**src/rtl/adc_cmd_pkg.sv**
```systemverilog
package adc_cmd_pkg;
  localparam int BYTE_W = 8;
  localparam int REG_AW = 5;
  localparam int REG_COUNT = 2 ** REG_AW;

  typedef enum logic [3:0] {
    OP_NONE, OP_WAKE, OP_STBY, OP_SYNC, OP_RST, OP_CONT_ON, OP_CONT_OFF,
    OP_READ_ONE, OP_REG_RD, OP_REG_WR, OP_OFS_CAL, OP_GAIN_CAL
  } op_e;

  typedef enum logic [1:0] {DEC_IDLE, DEC_COUNT, DEC_DATA} dec_state_e;

  // Map an opcode byte to its command class.
  function automatic op_e classify(input logic [BYTE_W-1:0] b);
    op_e r;
    r = OP_NONE;
    if (b[7:3] == 5'b00000) begin
      case (b[2:1])
        2'd0: r = OP_WAKE;
        2'd1: r = OP_STBY;
        2'd2: r = OP_SYNC;
        default: r = OP_RST;
      endcase
    end else if (b == 8'h10) r = OP_CONT_ON;
    else if (b == 8'h11) r = OP_CONT_OFF;
    else if (b == 8'h12) r = OP_READ_ONE;
    else if (b[7:5] == 3'b001) r = OP_REG_RD;
    else if (b[7:5] == 3'b010) r = OP_REG_WR;
    else if (b == 8'h60) r = OP_OFS_CAL;
    else if (b == 8'h61) r = OP_GAIN_CAL;
    return r;
  endfunction

  // Power-up content of a register entry.
  function automatic logic [BYTE_W-1:0] reg_default(input logic [REG_AW-1:0] a);
    return 8'hC0 | BYTE_W'(a);
  endfunction
endpackage

```
**src/rtl/adc_cmd_decode.sv**
```systemverilog
module adc_cmd_decode
  import adc_cmd_pkg::*;
(
  input  logic              clk,
  input  logic              rst,
  input  logic              cs_n,
  input  logic              rx_valid,
  input  logic [BYTE_W-1:0] rx_byte,
  input  logic              init_busy,
  output logic              wake_p,
  output logic              stby_p,
  output logic              sync_p,
  output logic              rst_p,
  output logic              rd1_p,
  output logic              ofs_p,
  output logic              gain_p,
  output logic              cont_mode,
  output logic              stby_mode,
  output logic              init_start,
  output logic              wr_en,
  output logic [REG_AW-1:0] wr_addr,
  output logic [BYTE_W-1:0] wr_data,
  output logic              rd_start,
  output logic [REG_AW-1:0] rd_addr,
  output logic [REG_AW:0]   rd_len
);
  dec_state_e        state;
  logic              is_write;
  logic [REG_AW-1:0] addr_q;
  logic [REG_AW:0]   left_q;
  logic              take;
  op_e               op;
  logic [REG_AW:0]   hdr_len;

  assign take    = rx_valid && !cs_n && !init_busy && !init_start;
  assign op      = classify(rx_byte);
  assign hdr_len = {1'b0, rx_byte[REG_AW-1:0]} + 1'b1;

  always_ff @(posedge clk) begin
    if (rst) begin
      state      <= DEC_IDLE;
      is_write   <= 1'b0;
      addr_q     <= '0;
      left_q     <= '0;
      wake_p     <= 1'b0;
      stby_p     <= 1'b0;
      sync_p     <= 1'b0;
      rst_p      <= 1'b0;
      rd1_p      <= 1'b0;
      ofs_p      <= 1'b0;
      gain_p     <= 1'b0;
      cont_mode  <= 1'b0;
      stby_mode  <= 1'b0;
      init_start <= 1'b0;
      wr_en      <= 1'b0;
      wr_addr    <= '0;
      wr_data    <= '0;
      rd_start   <= 1'b0;
      rd_addr    <= '0;
      rd_len     <= '0;
    end else begin
      wake_p     <= 1'b0;
      stby_p     <= 1'b0;
      sync_p     <= 1'b0;
      rst_p      <= 1'b0;
      rd1_p      <= 1'b0;
      ofs_p      <= 1'b0;
      gain_p     <= 1'b0;
      init_start <= 1'b0;
      wr_en      <= 1'b0;
      rd_start   <= 1'b0;
      if (cs_n) begin
        state <= DEC_IDLE;
      end else if (take) begin
        case (state)
          DEC_IDLE: begin
            case (op)
              OP_WAKE:     begin wake_p <= 1'b1; stby_mode <= 1'b0; end
              OP_STBY:     begin stby_p <= 1'b1; stby_mode <= 1'b1; end
              OP_SYNC:     sync_p <= 1'b1;
              OP_RST: begin
                rst_p      <= 1'b1;
                cont_mode  <= 1'b0;
                stby_mode  <= 1'b0;
                init_start <= 1'b1;
              end
              OP_CONT_ON:  cont_mode <= 1'b1;
              OP_CONT_OFF: cont_mode <= 1'b0;
              OP_READ_ONE: rd1_p <= 1'b1;
              OP_OFS_CAL:  ofs_p <= 1'b1;
              OP_GAIN_CAL: gain_p <= 1'b1;
              OP_REG_RD, OP_REG_WR: begin
                is_write <= (op == OP_REG_WR);
                addr_q   <= rx_byte[REG_AW-1:0];
                state    <= DEC_COUNT;
              end
              default: ;
            endcase
          end
          DEC_COUNT: begin
            if (is_write) begin
              left_q <= hdr_len;
              state  <= DEC_DATA;
            end else begin
              rd_start <= 1'b1;
              rd_addr  <= addr_q;
              rd_len   <= hdr_len;
              state    <= DEC_IDLE;
            end
          end
          DEC_DATA: begin
            wr_en   <= 1'b1;
            wr_addr <= addr_q;
            wr_data <= rx_byte;
            addr_q  <= addr_q + 1'b1;
            left_q  <= left_q - 1'b1;
            if (left_q == 1) state <= DEC_IDLE;
          end
          default: state <= DEC_IDLE;
        endcase
      end
    end
  end
endmodule

```
**src/rtl/adc_cmd_regfile.sv**
```systemverilog
module adc_cmd_regfile
  import adc_cmd_pkg::*;
(
  input  logic              clk,
  input  logic              rst,
  input  logic              init_req,
  input  logic              wr_en,
  input  logic [REG_AW-1:0] wr_addr,
  input  logic [BYTE_W-1:0] wr_data,
  input  logic [REG_AW-1:0] rd_addr,
  output logic [BYTE_W-1:0] rd_q,
  output logic              init_busy
);
  logic [BYTE_W-1:0] mem [REG_COUNT];
  logic [REG_AW-1:0] sweep_addr;
  logic              we;
  logic [REG_AW-1:0] wa;
  logic [BYTE_W-1:0] wd;

  // Sweep controller: one default write per cycle.
  always_ff @(posedge clk) begin
    if (rst || init_req) begin
      init_busy  <= 1'b1;
      sweep_addr <= '0;
    end else if (init_busy) begin
      sweep_addr <= sweep_addr + 1'b1;
      if (sweep_addr == REG_AW'(REG_COUNT - 1)) init_busy <= 1'b0;
    end
  end

  always_comb begin
    if (init_busy) begin
      we = 1'b1;
      wa = sweep_addr;
      wd = reg_default(sweep_addr);
    end else begin
      we = wr_en;
      wa = wr_addr;
      wd = wr_data;
    end
  end

  // Simple dual-port memory, no reset, registered read.
  always_ff @(posedge clk) begin
    if (we) mem[wa] <= wd;
  end

  always_ff @(posedge clk) begin
    rd_q <= mem[rd_addr];
  end
endmodule

```
**src/rtl/adc_cmd_stream.sv**
```systemverilog
module adc_cmd_stream
  import adc_cmd_pkg::*;
#(
  parameter int CONV_BYTES = 3
) (
  input  logic                         clk,
  input  logic                         rst,
  input  logic                         rd_start,
  input  logic [REG_AW-1:0]            rd_base,
  input  logic [REG_AW:0]              rd_len,
  input  logic                         conv_go,
  input  logic [CONV_BYTES*BYTE_W-1:0] conv_data,
  input  logic [BYTE_W-1:0]            ram_q,
  output logic [REG_AW-1:0]            ram_addr,
  output logic                         tx_valid,
  output logic [BYTE_W-1:0]            tx_byte
);
  localparam int CONV_W = CONV_BYTES * BYTE_W;
  localparam int MAXLEN = (REG_COUNT > CONV_BYTES) ? REG_COUNT : CONV_BYTES;
  localparam int LEN_W  = $clog2(MAXLEN + 1);

  logic              active;
  logic              src_conv;
  logic [REG_AW-1:0] ptr;
  logic [LEN_W-1:0]  left;
  logic [CONV_W-1:0] conv_sh;
  logic              s1_v;
  logic              s1_conv;
  logic [BYTE_W-1:0] s1_cb;

  assign ram_addr = ptr;

  always_ff @(posedge clk) begin
    if (rst) begin
      active   <= 1'b0;
      src_conv <= 1'b0;
      ptr      <= '0;
      left     <= '0;
      conv_sh  <= '0;
      s1_v     <= 1'b0;
      s1_conv  <= 1'b0;
      s1_cb    <= '0;
      tx_valid <= 1'b0;
      tx_byte  <= '0;
    end else begin
      s1_v <= 1'b0;
      if (!active) begin
        if (rd_start) begin
          active   <= 1'b1;
          src_conv <= 1'b0;
          ptr      <= rd_base;
          left     <= LEN_W'(rd_len);
        end else if (conv_go) begin
          active   <= 1'b1;
          src_conv <= 1'b1;
          conv_sh  <= conv_data;
          left     <= LEN_W'(CONV_BYTES);
        end
      end else begin
        s1_v    <= 1'b1;
        s1_conv <= src_conv;
        s1_cb   <= conv_sh[CONV_W-1 -: BYTE_W];
        conv_sh <= conv_sh << BYTE_W;
        ptr     <= ptr + 1'b1;
        left    <= left - 1'b1;
        if (left == 1) active <= 1'b0;
      end
      // Align with the memory's registered read.
      tx_valid <= s1_v;
      tx_byte  <= s1_conv ? s1_cb : ram_q;
    end
  end
endmodule

```
**src/rtl/adc_cmd_engine.sv**
```systemverilog
module adc_cmd_engine
  import adc_cmd_pkg::*;
#(
  parameter int CONV_BYTES = 3
) (
  input  logic                         clk,
  input  logic                         rst,
  input  logic                         cs_n,
  input  logic                         rx_valid,
  input  logic [7:0]                   rx_byte,
  input  logic                         conv_ready,
  input  logic [CONV_BYTES*8-1:0]      conv_data,
  output logic                         wake_pulse,
  output logic                         standby_pulse,
  output logic                         sync_pulse,
  output logic                         reset_pulse,
  output logic                         read_once_pulse,
  output logic                         offset_cal_pulse,
  output logic                         gain_cal_pulse,
  output logic                         cont_read_mode,
  output logic                         standby_mode,
  output logic                         tx_valid,
  output logic [7:0]                   tx_byte
);
  logic              init_busy;
  logic              init_start;
  logic              wr_en;
  logic [REG_AW-1:0] wr_addr;
  logic [BYTE_W-1:0] wr_data;
  logic              rd_start;
  logic [REG_AW-1:0] rd_addr;
  logic [REG_AW:0]   rd_len;
  logic [REG_AW-1:0] ram_addr;
  logic [BYTE_W-1:0] ram_q;
  logic              conv_go;

  assign conv_go = read_once_pulse | (conv_ready & cont_read_mode);

  adc_cmd_decode u_dec (
    .clk        (clk),
    .rst        (rst),
    .cs_n       (cs_n),
    .rx_valid   (rx_valid),
    .rx_byte    (rx_byte),
    .init_busy  (init_busy),
    .wake_p     (wake_pulse),
    .stby_p     (standby_pulse),
    .sync_p     (sync_pulse),
    .rst_p      (reset_pulse),
    .rd1_p      (read_once_pulse),
    .ofs_p      (offset_cal_pulse),
    .gain_p     (gain_cal_pulse),
    .cont_mode  (cont_read_mode),
    .stby_mode  (standby_mode),
    .init_start (init_start),
    .wr_en      (wr_en),
    .wr_addr    (wr_addr),
    .wr_data    (wr_data),
    .rd_start   (rd_start),
    .rd_addr    (rd_addr),
    .rd_len     (rd_len)
  );

  adc_cmd_regfile u_rf (
    .clk       (clk),
    .rst       (rst),
    .init_req  (init_start),
    .wr_en     (wr_en),
    .wr_addr   (wr_addr),
    .wr_data   (wr_data),
    .rd_addr   (ram_addr),
    .rd_q      (ram_q),
    .init_busy (init_busy)
  );

  adc_cmd_stream #(.CONV_BYTES(CONV_BYTES)) u_str (
    .clk       (clk),
    .rst       (rst),
    .rd_start  (rd_start),
    .rd_base   (rd_addr),
    .rd_len    (rd_len),
    .conv_go   (conv_go),
    .conv_data (conv_data),
    .ram_q     (ram_q),
    .ram_addr  (ram_addr),
    .tx_valid  (tx_valid),
    .tx_byte   (tx_byte)
  );
endmodule

```
**config.mk**
```make
export PLATFORM = sky130hd
export DESIGN_NAME = adc_cmd_engine
export DESIGN_NICKNAME = d
export VERILOG_FILES = /design/src/rtl/adc_cmd_pkg.sv /design/src/rtl/adc_cmd_decode.sv /design/src/rtl/adc_cmd_regfile.sv /design/src/rtl/adc_cmd_stream.sv /design/src/rtl/adc_cmd_engine.sv
export SDC_FILE = /design/constraint.sdc
export NUM_CORES = 1
export LEC_CHECK = 0
export BUFFER_PORTS_ARGS = -buffer_cell sky130_fd_sc_hd__clkbuf_2
export CAP_MARGIN = 40
export CORE_MARGIN = 2
export CORE_UTILIZATION = 56
export DETAILED_ROUTE_END_ITERATION = 10
export HOLD_SLACK_MARGIN = 0.1
export PLACE_DENSITY = 0.83
export SLEW_MARGIN = 10
export SYNTH_ARGS = -nofsm -noshare
export SYNTH_HDL_FRONTEND = slang
export SYNTH_SLANG_ARGS = --single-unit
```
**constraint.sdc**
```tcl
create_clock -name clk -period 2.6 [get_ports clk]
set_clock_uncertainty 0.15 [all_clocks]
set_input_delay 0.13 -clock clk [delete_from_list [all_inputs] [get_ports clk]]
set_output_delay 0.13 -clock clk [all_outputs]
set_load 0.05 [all_outputs]
```
# ---- Word-level counts from Yosys, hierarchy flattened
# Memories as Yosys holds them, arrays and structs flattened. A register that Yosys moved wholly into a read port is not among the register bits.
# Index checks and enable logic that the tools add are counted.
dict set report classes {
  muxes 51
  bitwise 9
  reduce_logical 37
  addsub 6
  n_eq_ne 29
}
# op count
set op_table {}
lappend op_table {{$mux W24} 3}
lappend op_table {{$mux W4} 8}
lappend op_table {{$eq A8 B5 Y1 const B} 3}
lappend op_table {{$mux W6} 4}
lappend op_table {{$reduce_and A4 Y1} 6}
lappend op_table {{$mux W1} 21}
lappend op_table {{$mux W5} 4}
lappend op_table {{$eq A4 B3 Y1 const B} 4}
lappend op_table {{$eq A4 B4 Y1 const B} 4}
lappend op_table {{$eq A8 B7 Y1 const B} 2}
lappend op_table {{$mux W8} 2}
lappend op_table {{$add A5 B1 Y5 const B} 3}
lappend op_table {{$reduce_bool A2 Y1} 7}
lappend op_table {{$eq A6 B1 Y1 const B} 2}
lappend op_table {{$pmux W6 S2} 1}
lappend op_table {{$sub A6 B1 Y6 const B} 2}
lappend op_table {{$pmux W5 S2} 1}
lappend op_table {{$reduce_or A2 Y1} 5}
lappend op_table {{$pmux W3 S3} 1}
lappend op_table {{$eq A4 B2 Y1 const B} 2}
lappend op_table {{$reduce_or A4 Y1} 2}
lappend op_table {{$not A1 Y1} 7}
lappend op_table {{$add A5 B1 Y6 const B} 1}
lappend op_table {{$mux W2} 3}
lappend op_table {{other kinds (21)} 34}
dict set report totals {
  memories 1
  input_bits 37
  ramBits 256
  output_inout_bits 18
  reg_bits 111
}
# name depth width rd rd_clocked_by_memory_dff write_ports line
set mem_list {}
lappend mem_list {u_rf.mem 32 8 1 1 1 adc_cmd_regfile.sv:14} ;# logic [BYTE_W-1:0] mem [REG_COUNT];

# ---- Longest topological paths before layout
dict set report logic_depth {
  word_depth 13
  depth_mapped 9
}

# ---- Hierarchy
# From an unflattened synthesis, not the netlist that was laid out.
dict set report hier_totals {
  hier_cells 1033
  area_unflattened_um2 15376.0
}
# module cells_per_inst area_per_inst_um2 n_inst seq_area_each_um2
set modules_own_cells {}
lappend modules_own_cells {adc_cmd_regfile 469 10486.3 1 7967.6}
lappend modules_own_cells {adc_cmd_decode 298 2448.6 1 980.9}
lappend modules_own_cells {adc_cmd_stream 265 2433.6 1 1121.1}
lappend modules_own_cells {adc_cmd_engine 1 7.5 1 0.0}

# ---- Worst setup path after synthesis
# OpenSTA, ideal clock, no wires.
dict set report synth_timing {
  path_type {reg-to-reg}
  from {register u_str.ptr[0] (netlist: u_str.ram_addr[0])}
  to {register u_rf.rd_q[0] (read register of u_rf.mem)}
  setup_ps 121
  path_stages_with_launch 6
  setup_slack_ps 153
  t_arrival_ps 2176
  cell_sequence {dfxtp_1 > clkbuf_1 > clkbuf_1 > mux4_2 > mux4_2 > mux2_2}
}
# item line
set synth_rtl {}
lappend synth_rtl {{start: declaration} adc_cmd_stream.sv:24} ;# logic [REG_AW-1:0] ptr;
lappend synth_rtl {{start signal: assignment} adc_cmd_stream.sv:51} ;# ptr <= rd_base;
lappend synth_rtl {{start signal: assignment} adc_cmd_stream.sv:64} ;# ptr <= ptr + 1'b1;
lappend synth_rtl {{end: declaration} adc_cmd_regfile.sv:11} ;# output logic [BYTE_W-1:0] rd_q,

# ---- Worst setup path in the final report
dict set report layout_timing {
  from {input port rx_byte[0]}
  to {register u_dec.stby_mode}
}
dict set report layout_via {
  elab_chain_len 13
  word_cells_on_any_way 20
}
# item line
set layout_lines {}
lappend layout_lines {{start: declaration} adc_cmd_engine.sv:10} ;# input logic [7:0] rx_byte,
lappend layout_lines {{$eq A8 B7 Y1} adc_cmd_pkg.sv:30} ;# else if (b == 8'h61) r = OP_GAIN_CAL;
lappend layout_lines {{$mux W4} adc_cmd_pkg.sv:30}
lappend layout_lines {{$mux W4} adc_cmd_pkg.sv:29} ;# else if (b == 8'h60) r = OP_OFS_CAL;
lappend layout_lines {{$mux W4} adc_cmd_pkg.sv:28} ;# else if (b[7:5] == 3'b010) r = OP_REG_WR;
lappend layout_lines {{$mux W4} adc_cmd_pkg.sv:27} ;# else if (b[7:5] == 3'b001) r = OP_REG_RD;
lappend layout_lines {{$mux W4} adc_cmd_pkg.sv:26} ;# else if (b == 8'h12) r = OP_READ_ONE;
lappend layout_lines {{$mux W4} adc_cmd_pkg.sv:25} ;# else if (b == 8'h11) r = OP_CONT_OFF;
lappend layout_lines {{$mux W4 *} adc_cmd_pkg.sv:24} ;# end else if (b == 8'h10) r = OP_CONT_ON;
lappend layout_lines {{$mux W4 *} adc_cmd_pkg.sv:17} ;# if (b[7:3] == 5'b00000) begin
lappend layout_lines {{$eq A4 B1 Y1 / $eq A4 B3 Y1 (equally long branches)} adc_cmd_decode.sv:77} ;# case (op)
lappend layout_lines {{$reduce_or A2 Y1 (no source line)} -}
lappend layout_lines {{$reduce_bool A2 Y1 (no source line)} -}
lappend layout_lines {{$reduce_and A4 Y1 (no source line)} -}
lappend layout_lines {{end signal: assignment} adc_cmd_decode.sv:78} ;# OP_WAKE: begin wake_p <= 1'b1; stby_mode <= 1'b0; end
lappend layout_lines {{end signal: assignment} adc_cmd_decode.sv:79} ;# OP_STBY: begin stby_p <= 1'b1; stby_mode <= 1'b1; end
lappend layout_lines {{end signal: assignment} adc_cmd_decode.sv:84} ;# stby_mode <= 1'b0;
lappend layout_lines {{end: declaration} adc_cmd_decode.sv:18} ;# output logic stby_mode,
# Mark *: on every way between the ends. The rest lies on a longest branch, timed or not.
# A chain may end at the register's enable or synchronous reset.

==> results <==
- 0 antenna diodes ended up in the layout.
- In this run switching power makes up between 20 and 25% of total power.
- From left edge to right edge, the die measures between 150 and 200 um.
- Summed over all layers, the routed wires come to 37.2 mm.
- The multi-input combinational cell area is ~4800 um^2.
- Global routing used 26.2% of the available tracks across all layers.
- The via count of the first global-routing pass is 9,451.
- The fraction of the yosys area taken by sequential cells is 66.2%.
- The remaining global-route overflow is 0.
- The highest net fanout along the worst path is 7.
- In this run the deepest clock path goes through 3 buffers.
- For the pin with the worst max-slew slack, the measured transition is ~0.67 ns.
- The total negative setup slack is 0 ns.
- The number of enable-type register cells in the synthesized netlist is 256.
- Input and output buffers added on the ports amount to 54.
- The starting DRC count in detailed routing is between 1,000 and 1,500.
- The tool flagged a number of max-cap violations equal to 0.
- After legalization and detailed placement, the total HPWL measured roughly 22 mm.
- The count of mapped cells out of synthesis is approximately 1,100.
- The final critical-path share of the clock period is between 90% and 100%.
- Sorting the synthesized cells by area gives the leading types as edfxtp_1 (51%), dfxtp_1 (16%), mux4_2 (12%).
- 55 I/O pins were placed.
- The number of search-and-repair iterations in the first detailed-routing pass is 7.
- The highest clock rate is approximately 410 MHz.
- The total clock sinks is about 380.
- The proportion of synthesized flip-flops having asynchronous set or reset is 0%.
- After floorplanning, the core was divided into 60 placement rows.
- For this block, the via count after detailed routing is a little under 10,000.
- The detailed-routing wirelength on met1 is ~14 mm.
- At the later pin of the worst-skew pair, clock insertion delay measures roughly 0.55 ns.
- The min-delay analysis places its worst path in the category input pin to flop.
- The clock tree from TritonCTS is done.
- The internal power of the cells totals between 0.009 and 0.01 W.
- The minimum clock period is about 2.5 ns.
- After clock tree synthesis, the setup repair step added 0 buffers.
- The detail-routed via count per cell is 6.28.
- Entering global routing, the biggest net connects slightly below 70 pins.
- The DRC violations left is 0.
- The first global-routing pass estimated 56.1 mm of wire.
- The part of the total power dissipated in the clock network is between 40% and 50%.
- The clock root buffer master is clkbuf_16.
- The static power due to leakage is about 5.8 nW.
- The synthesis-to-layout area growth is 16.7%.
- After detailed routing, no signal wire sits above met4.
- The worst hold slack is 0.246 ns.
- For the worst setup path, the data arrival time is ~2.7 ns.
- The combinational power share is ~3.8%.
- The count of final hold-check violations is 0.
- The most frequent cell after synthesis is edfxtp_1.
- The synthesis warning total is 0.
- The die covers approximately 28,000 um^2.
- The gate family responsible for the most delay along the worst path is simple AND/OR/NAND/NOR gates.
- Summed over all instances, the cell type with the most area after synthesis is edfxtp_1.
- Ranked by instance count, the synthesized netlist is headed by edfxtp_1 (256), dfxtp_1 (119), nand2_1 (112).
- The sequential share of power is between 50% and 60%.
- The net count after synthesis is about 1,100.
- The critical path in this run is classified as input pin to flop.
- Dividing the detail-routed wire length by the instance count gives 24.0 um.
- Setup repair after global routing left no endpoint under its margin.
- The H-tree was split into 2 levels.
- The number of antenna violations at the first check in global routing is 1.
- For this design the total switching power over the nets is 0.00255 W.
- STA classifies the critical path endpoint as a flop.
- Dividing total power by cell area gives a power density of roughly 670 nW/um^2.
- The maximum cell stage delay along the critical path is between 0.5 and 0.6 ns.
- Routability-driven placement finished with a final weighted congestion of just over 0.8.
- The count of final max-slew check failures is 0.
- The worst setup path is launched from an input pin.
- The run finished with clean final reports.
- For this run, the leading register cell type out of synthesis is edfxtp_1.
- The critical path goes through dlygate4sd3_1 -> clkbuf_2 -> inv_1 -> ha_1 -> or4b_1 -> o2111a_1 -> or3_1 -> o21a_1 -> o32ai_1.
- The area of the mapped netlist is about 15,000 um^2.
- In the detailed route, the total length drawn on met2 is 18.2 mm.
- The slowest library cell on the worst path is or4b_1.
- Counting both buffers and inverters, the worst setup path holds a total of 3.
- The net count reported at finish is between 1,000 and 1,500.
- The core outline area is 26,800 um^2.
- The clock-pin slew on the worst setup and hold paths is 0.06 ns.
- Power comes to about 0.012 W.
- The worst pin sits at a relative slew slack of ~56%.
- For the worst setup path, the data required time is between 2 and 3 ns.
- The top cell type by area accounts for between 50% and 60% of the synthesized area.
- Each instance of the synthesized netlist takes up on average about 14 um^2.
- Summing all flip-flop and latch instances after layout gives 10,100 um^2.
- The peak supply drop is 0.434 mV.
- The initial cell density of the core is 56.7%.
- The floorplan step set the die height to 169 um.
- Summed over all nets, wire length on met3 after detailed routing comes to 3.66 mm.
- The setup violation total in the final timing report is 0.
- The filler cells instantiated in the layout total around 1,600.
- The distinct cell type count of the synthesized netlist is 60.
- The register bit count reported by yosys is between 300 and 400.
- The count of nets left with antenna violations once routing finished came out at 0.
- In the final layout, the share of cells above drive strength 1 is about 22%.
- Buffers inserted during clock tree synthesis total 36.
## routing by layer
| metal | vias to the layer above | track usage, % |
|---|---|---|
| met4 | 0 | 8.77 |
| li1 | 4219 | - |
| met1 | 4798 | 34.5 |
| met5 | - | 0 |
| met3 | 105 | 5.96 |
| met2 | 620 | 43.7 |
## placed cells by master (no fill, tap or decap), drive strengths merged, types with 6 or more instances in the layout
cell type	netlist	layout
or2	6	6
a21oi	68	68
xor2	8	8
mux2	12	12
o21ai	11	11
ha	19	19
nor2b	9	9
inv	23	25
clkbuf	48	101
clkinv	0	12
a21o	17	17
nor3	12	12
nand2	112	112
nor2	99	99
mux2i	25	25
edfxtp	256	256
mux4	80	80
dfxtp	119	119
buf	15	65
dlygate4sd3	0	37
nand3	31	31
a211oi	13	13
## power groups by stage
| stage | registers (W) | logic [W] | clock network [W] |
|---|---|---|---|
| final | 0.00644 | 0.000456 | 0.00499 |
| after CTS | 0.00644 | 0.000441 | 0.00504 |
| after global placement | 0.00657 | 0.000368 | 0 |
| after detailed placement | 0.00657 | 0.000391 | 0 |
| after floorplan | 0.00659 | 0.000187 | 0 |
| after global routing | 0.00645 | 0.000477 | 0.00522 |
## cell type report
class                      instances  area share [%]
sequential                       375            56.8
multi-input combinational        593            27.0
timing repair buffer             155            7.09
clock buffer                      48            5.50
tap                              341            2.40
clock inverter                    16           0.747
inverter                          23           0.486
## through the flow
stage | utilization (%) | setup slack [ns] | cells | instance area (um^2)
2_1_floorplan | - | 0.153 | 1054 | 15200
3_3_place_gp | 60.2 | 0.251 | 1442 | 16100
6_report | 66.2 | 0.146 | 1551 | 17800
5_1_grt | 66.2 | 0.0600 | 1551 | 17800
3_5_place_dp | 60.7 | 0.231 | 1449 | 16300
4_1_cts | 66.2 | 0.132 | 1550 | 17700
## worst min-delay path, cell delays in order
cell           delay [ns]
dlygate4sd3_1        0.53
clkbuf_2             0.10
nand2_1              0.05
a21oi_1              0.05
## path summary, 6_finish.rpt
| path | startpoint | endpoint | slack [ns] | depth (start not counted) |
|---|---|---|---|---|
| min | conv_data[4] | u_str.conv_sh[4]$_SDFFE_PP0P_ | 0.25 | 4 |
| max | rx_byte[0] | u_dec.stby_mode$_SDFFE_PP0P_ | 0.15 | 9 |
| min reg2reg | u_str.s1_v$_SDFF_PP0_ | u_str.tx_valid$_SDFF_PP0_ | 0.30 | 1 |
| max reg2reg | u_dec.left_q[0]$_SDFFE_PP0P_ | u_dec.state[1]$_SDFFE_PP0P_ | 0.20 | 7 |
## timing repair
| action | in CTS | in global routing |
|---|---|---|
| hold endpoints to repair | 69 | 0 |
| hold buffers | 37 | 0 |
| setup endpoints to repair | 0 | 1 |
| resized for setup | 0 | 1 |
## sequential cells by signal, summed over array words and instances (netlist names), 6 cells and up
| signal | cells |
|---|---|
| u_rf.mem | 256 |
| u_dec.left_q | 6 |
| u_str.left | 6 |
| u_str.s1_cb | 8 |
| u_str.tx_byte | 8 |
| u_dec.rd_len | 6 |
| u_rf.rd_q | 8 |
| u_str.conv_sh | 24 |
| u_dec.wr_data | 8 |
## cell families after synthesis
group / share of synthesized area (%)
AO/OA/AOI/OAI: 6.04
XOR/XNOR: 0.749
adder cells (fa/ha/maj): 1.56
buffers and inverters: 2.37
flip-flops: 66.2
multiplexers: 14.4
AND/OR/NAND/NOR: 8.68
Power figures use the tool's default switching activity.
